$ cat config.mk
export PLATFORM = sky130hd
export DESIGN_NAME = e1_resync_monitor
export DESIGN_NICKNAME = d
export VERILOG_FILES = /design/src/rtl/e1rm_pkg.sv /design/src/rtl/e1rm_run_detect.sv /design/src/rtl/e1rm_window_detect.sv /design/src/rtl/e1rm_event_reg.sv /design/src/rtl/e1_resync_monitor.sv
export SDC_FILE = /design/constraint.sdc
export NUM_CORES = 1
export LEC_CHECK = 0
export BUFFER_PORTS_ARGS = -buffer_cell sky130_fd_sc_hd__buf_4
export CAP_MARGIN = 10
export CORE_ASPECT_RATIO = 1.25
export CORE_MARGIN = 5
export CORE_UTILIZATION = 40
export DETAILED_ROUTE_END_ITERATION = 10
export GPL_TIMING_DRIVEN = 0
export SETUP_SLACK_MARGIN = 0.3
export SLEW_MARGIN = 5
export SYNTH_ARGS = -nofsm -noshare
export SYNTH_HDL_FRONTEND = slang
export SYNTH_SLANG_ARGS = --single-unit
$ cat constraint.sdc
create_clock -name clk -period 2.3 [get_ports clk]
set_clock_uncertainty 0.1 [all_clocks]
set_input_delay 0.115 -clock clk [delete_from_list [all_inputs] [get_ports clk]]
set_output_delay 0.115 -clock clk [all_outputs]
set_load 0.01 [all_outputs]
$ cat src/rtl/e1rm_pkg.sv
// Package e1rm_pkg
// Shared constants of the resynchronization monitor: the number of event
// levels and the bit position of each level in the status byte.
package e1rm_pkg;
    localparam int EVT_N     = 3;
    localparam int STATUS_W  = 8;
    localparam int BIT_CAS   = 0;
    localparam int BIT_FAS   = 1;
    localparam int BIT_CRC   = 2;
endpackage

$ cat src/rtl/e1rm_run_detect.sv
// Module e1rm_run_detect
// Counts consecutive erroneous words at one alignment level and pulses
// hit on the word that completes a run of RUN_LEN errors.
// Assumes word_err is only meaningful while word_vld is high. A good
// word or a hit restarts the run.
module e1rm_run_detect #(
    parameter int RUN_LEN = 3
) (
    input  logic clk,
    input  logic rst_n,
    input  logic word_vld,
    input  logic word_err,
    output logic hit
);
    localparam int CW = $clog2(RUN_LEN + 1);

    logic [CW-1:0] run_q;

    // Criterion met when this erroneous word completes the run
    assign hit = word_vld && word_err && (run_q == CW'(RUN_LEN - 1));

    // Track the length of the current run of erroneous words
    always_ff @(posedge clk) begin
        if (!rst_n) begin
            run_q <= '0;
        end else if (word_vld) begin
            if (!word_err || hit) begin
                run_q <= '0;
            end else begin
                run_q <= run_q + 1'b1;
            end
        end
    end
endmodule

$ cat src/rtl/e1rm_window_detect.sv
// Module e1rm_window_detect
// Counts erroneous code words inside fixed windows of WINDOW words and
// pulses hit on the word that brings the window's error count to THRESH.
// Assumes word_err is only meaningful while word_vld is high. The error
// count restarts after a hit and at each window boundary. The window
// position keeps running through a hit.
module e1rm_window_detect #(
    parameter int WINDOW = 1000,
    parameter int THRESH = 915
) (
    input  logic clk,
    input  logic rst_n,
    input  logic word_vld,
    input  logic word_err,
    output logic hit
);
    localparam int PW = $clog2(WINDOW);
    localparam int EW = $clog2(THRESH + 1);

    logic [PW-1:0] pos_q;
    logic [EW-1:0] err_q;
    logic          last_word;

    // Marks the final word of the current window
    assign last_word = (pos_q == PW'(WINDOW - 1));

    // Threshold reached by this erroneous word
    assign hit = word_vld && word_err && (err_q == EW'(THRESH - 1));

    // Advance the position inside the window
    always_ff @(posedge clk) begin
        if (!rst_n) begin
            pos_q <= '0;
        end else if (word_vld) begin
            pos_q <= last_word ? '0 : pos_q + 1'b1;
        end
    end

    // Accumulate errors, restarting on a hit or at a window boundary
    always_ff @(posedge clk) begin
        if (!rst_n) begin
            err_q <= '0;
        end else if (word_vld) begin
            if (last_word || hit) begin
                err_q <= '0;
            end else begin
                err_q <= err_q + {{(EW-1){1'b0}}, word_err};
            end
        end
    end
endmodule

$ cat src/rtl/e1rm_event_reg.sv
// Module e1rm_event_reg
// A row of N sticky event bits. A set pulse latches a bit, and a clear
// pulse drops it. When both arrive together, the set wins.
module e1rm_event_reg #(
    parameter int N = 3
) (
    input  logic         clk,
    input  logic         rst_n,
    input  logic [N-1:0] set_i,
    input  logic [N-1:0] clr_i,
    output logic [N-1:0] evt_o
);
    for (genvar i = 0; i < N; i++) begin : g_bit
        // Sticky bit with set priority over clear
        always_ff @(posedge clk) begin
            if (!rst_n) begin
                evt_o[i] <= 1'b0;
            end else if (set_i[i]) begin
                evt_o[i] <= 1'b1;
            end else if (clr_i[i]) begin
                evt_o[i] <= 1'b0;
            end
        end
    end
endmodule

$ cat src/rtl/e1_resync_monitor.sv
// Module e1_resync_monitor
// Top of the resynchronization criteria monitor. It combines two run
// detectors (frame and signalling multiframe), one window detector (CRC-4)
// and a write-one-to-clear status register with a combinational read port.
// Assumes the framer gives at most one strobe per level per cycle.
module e1_resync_monitor #(
    parameter int                FAS_RUN     = 3,
    parameter int                CAS_RUN     = 2,
    parameter int                CRC_WINDOW  = 1000,
    parameter int                CRC_THRESH  = 915,
    parameter int                ADDR_W      = 4,
    parameter logic [ADDR_W-1:0] STATUS_ADDR = 4'h2
) (
    input  logic              clk,
    input  logic              rst_n,
    input  logic              fas_vld,
    input  logic              fas_err,
    input  logic              cas_vld,
    input  logic              cas_err,
    input  logic              crc_vld,
    input  logic              crc_err,
    input  logic [ADDR_W-1:0] reg_addr,
    input  logic              reg_wr,
    input  logic [2:0]        reg_wdata,
    output logic [7:0]        reg_rdata
);
    import e1rm_pkg::*;

    logic [EVT_N-1:0] set_v;
    logic [EVT_N-1:0] clr_v;
    logic [EVT_N-1:0] evt_q;
    logic             addr_hit;

    e1rm_run_detect #(.RUN_LEN(FAS_RUN)) u_fas (
        .clk(clk), .rst_n(rst_n), .word_vld(fas_vld), .word_err(fas_err),
        .hit(set_v[BIT_FAS])
    );

    e1rm_run_detect #(.RUN_LEN(CAS_RUN)) u_cas (
        .clk(clk), .rst_n(rst_n), .word_vld(cas_vld), .word_err(cas_err),
        .hit(set_v[BIT_CAS])
    );

    e1rm_window_detect #(.WINDOW(CRC_WINDOW), .THRESH(CRC_THRESH)) u_crc (
        .clk(clk), .rst_n(rst_n), .word_vld(crc_vld), .word_err(crc_err),
        .hit(set_v[BIT_CRC])
    );

    // Decode the register access aimed at the status byte
    assign addr_hit = (reg_addr == STATUS_ADDR);

    // Clear mask applies only to writes at the status address
    always_comb begin
        clr_v = (reg_wr && addr_hit) ? reg_wdata : '0;
    end

    e1rm_event_reg #(.N(EVT_N)) u_evt (
        .clk(clk), .rst_n(rst_n), .set_i(set_v), .clr_i(clr_v), .evt_o(evt_q)
    );

    // Present the status byte, upper bits zero, or zero off-address
    always_comb begin
        reg_rdata = '0;
        if (addr_hit) begin
            reg_rdata[EVT_N-1:0] = evt_q;
        end
    end
endmodule

==> impl_summary.md, run 1 <==
Power and ir drop
Net switching is 22.2% of the power. The leakage power of the design is 0.000666 uW. The internal portion of the total power is 649 uW.

Power spread over the standard cell area amounts to 491 nW/um^2. Sequential cells account for 58.1% of the total power. The portion of total power attributed to combinational logic is 10.7%. The analysis attributes to net switching a power of 185 uW. The worst-case IR drop observed on VDD is 338 uV.

The part of the power in the clock network is 31.2%. Summing internal, switching and leakage power gives 833 uW.

Clock tree
Counting the buffers created by CTS gives 3. TritonCTS built the clock tree. The post-CTS resize count is 0. The root buffer selected by CTS is sky130_fd_sc_hd__clkbuf_8.

Clock-pin slew was measured on the worst setup and hold paths at 0.09 ns. The clock sink total is 27. The cts-stage hold buffer count is 0. The maximum level of the CTS H-tree is 1.

The clock latency on the worst-skew pair is 0.26 ns. In this run the deepest clock path goes through 2 buffers. The post-CTS setup-driven buffer insertion count is 2.

GRT
The initial antenna violation count came to 0. The largest net degree at the start of global routing is 15. The total grt overflow is 0. For this run, the total global-route usage over all layers was measured as 11.6%. The global-route wire length before repair is 4690 um. The via count of the first global-routing pass is 1101.

Timing
The number of endpoints with negative hold slack in the final report is 0. The sum of negative setup slack is 0 ns. Setup repair after global routing left no endpoint under its margin. On the final layout, the worst hold slack is 0.0840 ns. The fmax is 576 MHz. At the pin with the least slew margin, the transition time is 0.500 ns.

The ratio of final minimum period to clock period is 75.5%. Setup violations remaining at the end of the flow were counted as 0. The count of pins over their slew limit is 0. Measured against its own limit, the worst slew margin works out to 66.7%. The worst path in the final design needs a cycle of 1.74 ns, including I/O delays and setup.

Layout
The number of antenna cells inserted is 0. The sequential cells in the finished layout cover a total of 541 um^2. The area taken by multi-input logic gates is 832 um^2.

From synthesis to final layout, the design area changed by 17.4%. The layout filler cell count is 354. After the last flow step, the layout net total stands at 194. Cells with a size suffix above 1 make up 29.1% of the layout.

Leaving out fill and tap cells, the most frequent cell in the layout is sky130_fd_sc_hd__dfxtp_1. The library cells used most frequently in the layout, excluding fill and tap cells, are 27 x sky130_fd_sc_hd__dfxtp_1, 24 x sky130_fd_sc_hd__buf_4, 8 x sky130_fd_sc_hd__nand2_1. The final cell utilization of the core is 48.7%.

Floorplan
The number of rows created at floorplan is 24. The initial utilization of the core area, before any placement, comes to 41.5%. The die is 77.2 um tall. The area of the core is 3480 um^2. In this run the horizontal extent of the chip is 63.8 um.

The area of the die is 4920 um^2. In this run the count of I/O pins placed on the die edge is 24.

Worst setup path
The worst flop-to-flop path startpoint is u_crc.err_q[2]. The endpoint identified for the worst register-to-register timing path is u_crc.err_q[6]. The worst setup path is of the reg2reg kind.

STA classifies the critical path endpoint as a flip-flop. Of all nets on the critical path, the largest fanout is 10. The type of origin of the critical path is a flip-flop. The setup slack of the most critical reg-to-reg path is 0.56 ns. Data arrives at the worst endpoint at 1.79 ns.

The worst path required time is 2.35 ns. For the worst flop-to-flop path, the logic depth is 4.

Synth
The most used flip-flop cell after synthesis is sky130_fd_sc_hd__dfxtp_1. The post-synthesis adder-cell area fraction is 4.33%. The post-synth design cell area is 1450 um^2. Sequential elements use 37.4% of the synthesized area.

The fraction of the mapped netlist area in compound gates is 17.0%. For this run, asynchronously set or reset flops after synthesis account for 0%. The proportion of synthesized area in mux cells is 2.08%. The count of distinct cell types in the synthesized netlist is 37.

A synthesized cell averages 9.97 um^2. The main combinational cell family by area after synthesis is simple AND/OR/NAND/NOR gates. Of the total synthesized cell area, the portion taken by XOR and XNOR cells is 4.24%.

After synthesis, the cell types taking the most area are sky130_fd_sc_hd__dfxtp_1 37%, sky130_fd_sc_hd__ha_1 4.3%, sky130_fd_sc_hd__o21a_1 3.6%. The number of synthesized flops with an enable pin is 0. The area fraction of the dominant cell type after synthesis is 37.4%. The post-synthesis share of cell area spent on and, or, nand and nor gates is 28.7%. The gate count after technology mapping is 145. The number of synthesized register bits is 27. The dominant cell type by area after synthesis is sky130_fd_sc_hd__dfxtp_1.

Yosys printed 0 warnings.

Worst hold path
Along the worst hold path, the cell count comes to 3. The beginning of the worst hold path is cas_vld. The min-delay analysis places its worst path in the category in2reg. The path with the worst hold slack has its endpoint at u_cas.run_q[0].

Route
After detailed routing, the number of vias per cell comes to 5.37. The detail route stage leaves a number of antenna-violating nets equal to 0. The number of vias in the routed layout is 1134. The first-pass iteration count of the detailed router is 4. After detailed routing, the number of remaining DRC violations is 0. The violation count after the first detailed-routing iteration is 33. After detailed routing, the average wire length per cell comes to 13.1 um.

The total length of routed wires is 2770 um.

Placement
The number of buffer cells added on primary ports is 17. At the end of routability-driven placement, the weighted congestion stood at 0.726. The sum of net half-perimeters after detailed placement is 2220 um.

Outcome
The run finished with clean final reports.

Run
The max-cap check violation count is 0.
cell usage after synthesis, types with 5 or more instances:
cell type,instances
sky130_fd_sc_hd__a21oi_2,5
sky130_fd_sc_hd__and2_1,5
sky130_fd_sc_hd__buf_4,5
sky130_fd_sc_hd__dfxtp_1,27
sky130_fd_sc_hd__ha_1,5
sky130_fd_sc_hd__inv_1,5
sky130_fd_sc_hd__nand2_1,8
sky130_fd_sc_hd__nand4_1,5
sky130_fd_sc_hd__nor3_2,5
sky130_fd_sc_hd__o21a_1,7
sky130_fd_sc_hd__o21ai_0,6
sky130_fd_sc_hd__or3_1,6
critical path, stage by stage (launching register included):
cell and delay, ns:
sky130_fd_sc_hd__dfxtp_1 0.38, sky130_fd_sc_hd__or4b_4 0.55, sky130_fd_sc_hd__nor4_4 0.33, sky130_fd_sc_hd__buf_6 0.21, sky130_fd_sc_hd__a211oi_1 0.06
layer usage:
metal | global-route usage (%) | part of all wire [%]
met5 | 0 | 0
met3 | 2.34 | 2.3
met1 | 13.3 | 43
met2 | 20.8 | 54
met4 | 3.74 | 1.2
worst max-delay path by stage:
stage / cells past startpoint / endpoint / slack [ns] / from
after floorplan: 5 / u_crc.err_q[2] / 0.61 / u_crc.pos_q[0]
after global placement: 5 / u_crc.err_q[3] / 0.34 / u_crc.pos_q[0]
after detailed placement: 5 / u_crc.err_q[3] / 0.32 / u_crc.pos_q[0]
after CTS: 4 / u_crc.err_q[6] / 0.57 / u_crc.err_q[2]
after global routing: 5 / u_crc.err_q[5] / 0.49 / u_crc.pos_q[0]
final: 4 / u_crc.err_q[6] / 0.56 / u_crc.err_q[2]
cell type report:
cell class	instances	area share (%)
Clock buffer	4	2.65
Multi-Input combinational cell	108	49.0
Inverter	5	1.11
Sequential cell	27	31.9
Timing Repair Buffer	19	8.41
Buffer	9	4.06
Tap cell	39	2.88
sequential cells by signal, indices dropped and copies added (netlist names):
register and flops:
u_fas.run_q 2, u_crc.err_q 10, u_evt.evt_o 3, u_cas.run_q 2, u_crc.pos_q 10
power by group through the flow:
stage	combinational (uW)	clock, uW	sequential, uW
after floorplan	55.5	0	493
after global placement	83.4	0	494
after detailed placement	87.3	0	495
after CTS	90.3	274	484
after global routing	98.9	293	486
final	89.5	260	484
through the flow:
step	area [um^2]	setup slack, ns	std cells
floorplan	1460	0.608	149
global route	1700	0.494	211
CTS	1700	0.569	211
detailed placement	1640	0.318	205
global placement	1640	0.345	205
finish	1700	0.564	211
cell families after synthesis:
kind of cell / Yosys count
buf+inv: 14
fa+ha+maj: 5
simple gates: 57
mux: 3
other cells: 1
flops: 27
xor+xnor: 7
compound gates: 31
No activity file was read; power rests on OpenSTA's default activity.
==> run 2, diff against run 1 <==
- clock period: 2.3 -> 1.7 ns (I/O delays scaled with it)
==> run 2 against run 1 <==
Effect of this change: global-route usage up 2.1 points; fmax grew 8.9%; final cell count grew 5.7%; sequential cell count unchanged; power rose by 39%; routed wire length grew 20%; first-iteration DRC count grew 3.0%; worst hold slack worse by 0.036 ns; combinational power is 58% higher; critical path type unchanged.
==> impl_summary.md, run 2 (synthesis results as in run 1) <==
Power and ir drop
The largest vdd supply drop is 398 uV. In this run the power spent charging and discharging nets is 273 uW. Internal power comes to 887 uW. The part of the power in the clock network is 31.3%.

The switching portion of total power is 23.5%. Sequential cells account for 56.5% of the total power. Power spread over the standard cell area amounts to 610 nW/um^2. The leakage power of the design is 0.000724 uW.

The portion of total power attributed to combinational logic is 12.1%.

Worst setup path
By startpoint and endpoint, the worst setup path is classified as reg2reg. The signal on the critical path passes through or4b_4 > nor4_4 > buf_6 > a211oi_1. The largest fanout on the critical path is 5. The sort of element at the end of the critical path is a flip-flop.

At the worst endpoint, the required time is 1.76 ns. STA classifies the critical path startpoint as a flip-flop. The largest stage delay on the critical path is 0.55 ns.

The kind of cell adding the most delay to the critical path is simple AND/OR/NAND/NOR gates. The worst-path cell with the longest stage delay is sky130_fd_sc_hd__or4b_4. The data arrival at the endpoint of the critical path is 1.65 ns.

Counting both buffers and inverters, the worst setup path holds a total of 1.

Timing
The number of endpoints with negative hold slack in the final report came to 0. For the pin with the worst max-slew slack, the measured transition is 0.515 ns. Setup repair after global routing could not meet its margin everywhere. The ratio of final minimum period to clock period is 93.8%. Setup violations remaining at the end of the flow were counted as 0.

Static timing analysis puts the maximum clock frequency at 627 MHz. The shortest period the worst path allows is 1.59 ns. The count of pins over their slew limit is 0. The sum of negative setup slack is 0 ns.

Headroom to the max-slew limit came out at 65.7%.

Layout
The library cell used most frequently in the layout, excluding fill and tap cells, is sky130_fd_sc_hd__buf_4. The number of nets in the layout is 206. Once layout is complete, the utilization of the core stands at 54.5%. Counting the fill cells in the layout gives 314. The area added between synthesis and finish is 31.4%. The largest registers in the layout are u_crc.err_q: 10 flops, u_crc.pos_q: 10 flops, u_evt.evt_o: 3 flops. The top cell types in the final layout, fill and taps aside, are 33 x sky130_fd_sc_hd__buf_4, 14 x sky130_fd_sc_hd__dfxtp_1, 8 x sky130_fd_sc_hd__nand2_1, 8 x sky130_fd_sc_hd__dfxtp_2, 7 x sky130_fd_sc_hd__o21a_1. The number of antenna cells inserted is 0. Cells with a size suffix above 1 make up 44.6% of the layout.

Route
The routed design has 3320 um of wire. The violation count after the first detailed-routing iteration is 34. The detailed router put a total of 1320 um of wire on met1.

The detailed-route DRC error count is 0. The number of nets with antenna violations after detailed routing is 0. The routed design uses 93 um of met3 wire. The top routing layer in use is met4. The met2 wire length is 1880 um. Across all layers, the routed design uses 1207 vias. The first-pass iteration count of the detailed router is 4.

The vias per cell is 5.41. In the final routed layout, each cell accounts on average for 14.9 um.

Clock tree
For this design, the sink count on the clock tree is 27. The clock latency on the worst-skew pair is 0.27 ns. Clock tree synthesis inserted a total of 3 buffers. The maximum clock insertion buffer count is 2. The tree is rooted in a sky130_fd_sc_hd__clkbuf_8.

The maximum level of the CTS H-tree is 1. The cts-stage hold buffer count is 0. TritonCTS built the clock tree. Clock-pin slew was measured on the worst setup and hold paths at 0.09 ns.

Floorplan
The number of I/O pins is 24. In this run the vertical extent of the chip is 77.2 um. For this configuration, the core starts out at a cell density of 41.5%. The area of the core is 3480 um^2. The area of the die is 4920 um^2. The die extent in x is 63.8 um. The initialized floorplan defines 24 standard-cell rows.

Placement
The sum of net half-perimeters after detailed placement is 2210 um. The routability congestion estimate is 0.711. The number of buffer cells added on primary ports is 17.

GRT
Summed over all layers, the global routing overflow is 0. Global routing used 13.7% of the available tracks. The via count of the first global-routing pass was 1243. The global-route wire length before repair is 5550 um. The largest net degree at the start of global routing is 15. The initial antenna violation count is 0.

Worst hold path
The tightest min-delay check is of the in2reg type.

Run
Across the run, the number of max-cap violations was 0.

Outcome
The flow ran to the end, and the final reports show no timing, DRC or antenna violations.
==> run 2: final cells by class <==
class | instances | area (um^2) | area share (%)
buffer | 9 | 68.8 | 3.62
clock buffer | 4 | 45.0 | 2.37
inverter | 5 | 18.8 | 0.988
multi-input combinational | 108 | 905 | 47.6
sequential | 27 | 569 | 30.0
tap | 39 | 48.8 | 2.57
timing repair buffer | 31 | 244 | 12.8
==> run 2: worst min-delay path, cell delays in order <==
cell and delay [ns]:
sky130_fd_sc_hd__buf_4 0.10, sky130_fd_sc_hd__nor2b_1 0.04, sky130_fd_sc_hd__o21a_1 0.15
==> run 2: power by group through the flow <==
| stage | Combinational (uW) | Sequential (uW) | Clock [uW] |
|---|---|---|---|
| 2_1_floorplan | 77.7 | 671 | 0 |
| 3_3_place_gp | 116 | 672 | 0 |
| 3_5_place_dp | 124 | 673 | 0 |
| 4_1_cts | 136 | 656 | 376 |
| 5_1_grt | 155 | 658 | 415 |
| 6_report | 141 | 655 | 363 |
==> run 2: repair_timing <==
action / CTS / global route
endpoints found under the setup margin: 19 / 19
cloned: 1 / 1
gates resized for setup: 23 / 7
pin swaps: 7 / 6
endpoints found under the hold margin: 0 / 0
setup buffers: 7 / 5
==> run 2: routing by layer <==
| layer | up-vias | GRT usage (%) |
|---|---|---|
| li1 | 608 | - |
| met1 | 585 | 15.3 |
| met2 | 12 | 25.7 |
| met3 | 2 | 2.05 |
| met4 | 0 | 4.37 |
| met5 | - | 0 |
==> run 2: metrics by stage <==
stage / cells / area (um^2) / total power [uW] / worst slack [ns] / hold WS [ns]
after floorplan: 149 / 1490 / 748 / 0.0878 / 0.195
after global placement: 205 / 1660 / 788 / -0.0876 / 0.321
after detailed placement: 205 / 1660 / 797 / -0.134 / 0.337
after CTS: 217 / 1830 / 1170 / 0.109 / 0.0400
after global routing: 223 / 1900 / 1230 / 0.0421 / 0.0370
final: 223 / 1900 / 1160 / 0.105 / 0.0479
==> run 2: path summary, 6_finish.rpt <==
path	start	endpoint	slack, ns	depth (start not counted)
setup reg to reg	u_crc.err_q[0]	u_crc.err_q[8]	0.11	4
hold / removal	cas_vld	u_cas.run_q[0]	0.05	3
setup / recovery	u_crc.err_q[0]	u_crc.err_q[8]	0.11	4
hold reg to reg	u_crc.pos_q[8]	u_crc.pos_q[8]	0.40	2
==> run 3, diff against run 2 <==
- CORE_MARGIN: 5 -> 4
==> run 3 against run 2 <==
Effect of this change: first-iteration DRC count rose by 110%; largest cell class unchanged; final cell count unchanged; critical endpoint is now u_crc.err_q[6]; largest power group unchanged; die area is 5.6% lower.
==> impl_summary.md, run 3 (synthesis results as in run 1) <==
Clock tree
Clock tree synthesis selected as its root buffer the cell sky130_fd_sc_hd__clkbuf_8. The number of clock buffers added by TritonCTS is 3. The maximum clock insertion buffer count is 2.

In this run the number of H-tree levels came out at 1. Clock-pin slew was measured on the worst setup and hold paths at 0.09 ns. TritonCTS built the clock tree. The later pin in the worst-skew pair is clocked with a latency of 0.27 ns.

The cts-stage hold buffer count is 0. The clock sink total is 27.

GRT
In the global route stage, overall resource usage came out at 15.8%. The via count of the first global-routing pass is 1233. The global-route wire length before repair is 5500 um. The total grt overflow is 0. Entering global routing, the biggest net connects 16 pins. The initial antenna violation count is 0.

Floorplan
For this configuration, the core starts out at a cell density of 41.5%. The number of rows created at floorplan is 24. The die height is 75.2 um. The floorplan step defined a die boundary enclosing 4640 um^2. In this run the horizontal extent of the chip is 61.8 um. 24 I/O pins were placed. The area of the core is 3480 um^2.

Power and ir drop
The clock network is responsible for 31.5% of the overall power. In this run the power density over the cells is 608 nW/um^2. The portion of total power attributed to combinational logic is 12.3%. The internal power is 884 uW. The switching portion of total power is 24.2%. The sequential fraction of design power is 56.2%. The largest vdd supply drop is 449 uV.

The analysis attributes to net switching a power of 282 uW. The leakage power of the design is 0.000741 uW. The design draws 1170 uW.

Timing
The fmax is 617 MHz. The shortest period the worst path allows is 1.62 ns. The count of pins over their slew limit came to 0. The number of endpoints with negative hold slack in the final report was 0. The sum of negative setup slack is 0 ns. Setup repair after global routing could not meet its margin everywhere. Setup violations remaining at the end of the flow were counted as 0. The slew at the pin closest to its max-slew limit is 0.519 ns. The ratio of final minimum period to clock period is 95.4%. Headroom to the max-slew limit came out at 65.4%. Across all setup checks in the final design, the least slack found is 0.0784 ns.

Layout
The largest registers in the layout are u_crc.err_q: 10 flops, u_crc.pos_q: 10 flops, u_evt.evt_o: 3 flops. The fraction of layout instances using a drive strength above 1 is 44.6%. Cells fill 55.1% of the core in the end. The number of nets in the layout is 206. The number of antenna cells inserted is 0.

For this run, the number of standard cells in the final layout without fillers is 223. The library cells used most frequently in the layout, excluding fill and tap cells, are 33 x sky130_fd_sc_hd__buf_4, 15 x sky130_fd_sc_hd__dfxtp_1, 8 x sky130_fd_sc_hd__nand2_1. The area added between synthesis and finish is 32.7%. The layout filler cell count is 321. Leaving out fill and tap cells, the most frequent cell in the layout is sky130_fd_sc_hd__buf_4.

Worst setup path
The cell family contributing the most delay on the critical path is simple AND/OR/NAND/NOR gates. The worst path required time is 1.76 ns. The largest stage delay on the critical path is 0.55 ns. The worst-path cell with the longest stage delay is sky130_fd_sc_hd__or4b_4. STA classifies the critical path endpoint as a flip-flop. The critical path goes through or4b_4 > nor4_4 > buf_4 > buf_6 > a211oi_1. The kind of critical path is reg2reg. Data arrives at the worst endpoint at 1.68 ns.

The critical path contains buffers and inverters numbering 2 combined. The worst setup path is launched from a flip-flop. The largest fanout on the critical path is 5.

Worst hold path
The class of the worst hold path is in2reg.

Placement
The worst setup slack before clock tree synthesis is -0.149 ns. The number of buffer cells added on primary ports is 17. After detailed placement, the design holds a cell count of 205.

The routability congestion estimate is 0.764. The sum of net half-perimeters after detailed placement is 2330 um.

Route
The vias per cell is 5.44. The number of vias in the routed layout is 1213. The violation count after the first detailed-routing iteration is 70. The detailed-route DRC error count is 0. The average wire per standard cell is 14.5 um. The first detailed-routing pass ran for 4 iterations. Once detail routing completed, the nets flagged for antenna violations numbered 0. Wires add up to 3230 um.

Run
The tool flagged a number of max-cap violations equal to 0.

Outcome
The flow ran to the end, and the final reports show no timing, DRC or antenna violations.
[run 3: cell types whose count changed in the layout (fill, tap and decap cells not counted)]
cell / before / now
sky130_fd_sc_hd__nand2b_4: 0 / 1
sky130_fd_sc_hd__nor2_4: 0 / 1
sky130_fd_sc_hd__nand4_2: 1 / 0
sky130_fd_sc_hd__or3_4: 1 / 0
sky130_fd_sc_hd__clkinv_2: 0 / 1
sky130_fd_sc_hd__nand2b_1: 1 / 0
sky130_fd_sc_hd__clkbuf_1: 2 / 1
sky130_fd_sc_hd__nand4_4: 1 / 2
sky130_fd_sc_hd__or3_1: 5 / 6
sky130_fd_sc_hd__nor2_2: 3 / 2
sky130_fd_sc_hd__dfxtp_1: 14 / 15
sky130_fd_sc_hd__dfxtp_4: 5 / 6
sky130_fd_sc_hd__dfxtp_2: 8 / 6
[run 3: layout make-up]
type / instances / area (um^2) / share of cell area (%)
multi-input combinational: 108 / 921 / 48.0
sequential: 27 / 571 / 29.7
timing repair buffer: 31 / 244 / 12.7
buffer: 9 / 68.8 / 3.59
tap: 39 / 48.8 / 2.54
clock buffer: 3 / 41.3 / 2.15
inverter: 5 / 18.8 / 0.978
clock inverter: 1 / 5.00 / 0.261
[run 3: routing by layer]
| metal | part of all wire [%] | track usage, % | wire (um) |
|---|---|---|---|
| met1 | 41 | 18.2 | 1330 |
| met4 | 1.1 | 5.42 | 37 |
| met5 | 0 | 0 | 0 |
| met3 | 2.9 | 2.92 | 94 |
| met2 | 55 | 28.5 | 1780 |
[run 3: final timing paths]
path                                     start  cells past startpoint             end  slack, ns
worst min-delay path                   cas_vld                      3  u_cas.run_q[1]       0.05
worst min register to register  u_crc.err_q[9]                      2  u_crc.err_q[9]       0.41
worst max-delay path            u_crc.err_q[0]                      5  u_crc.err_q[6]       0.08
worst max register to register  u_crc.err_q[0]                      5  u_crc.err_q[6]       0.08
[run 3: worst min-delay path, cell delays in order]
cell and delay, ns:
sky130_fd_sc_hd__buf_4 0.09, sky130_fd_sc_hd__nor2_1 0.03, sky130_fd_sc_hd__o21a_1 0.17
[run 3: power by group through the flow]
stage	Clock, uW	Combinational [uW]	Sequential (uW)
6_report	367	144	655
5_1_grt	406	157	657
4_1_cts	378	141	656
3_5_place_dp	0	124	674
3_3_place_gp	0	116	672
2_1_floorplan	0	77.7	671
[run 3: stage by stage]
stage,instance area [um^2],hold slack (ns)
floorplan,1490,0.195
detailed placement,1660,0.337
global placement,1660,0.321
global route,1920,0.0560
finish,1920,0.0458
CTS,1890,0.0442
[run 3: timing repair]
| action | CTS | global route |
|---|---|---|
| cloned | 2 | 0 |
| setup buffers | 10 | 2 |
| endpoints found under the setup margin | 19 | 19 |
| pin swaps | 7 | 2 |
| gates resized for setup | 28 | 3 |
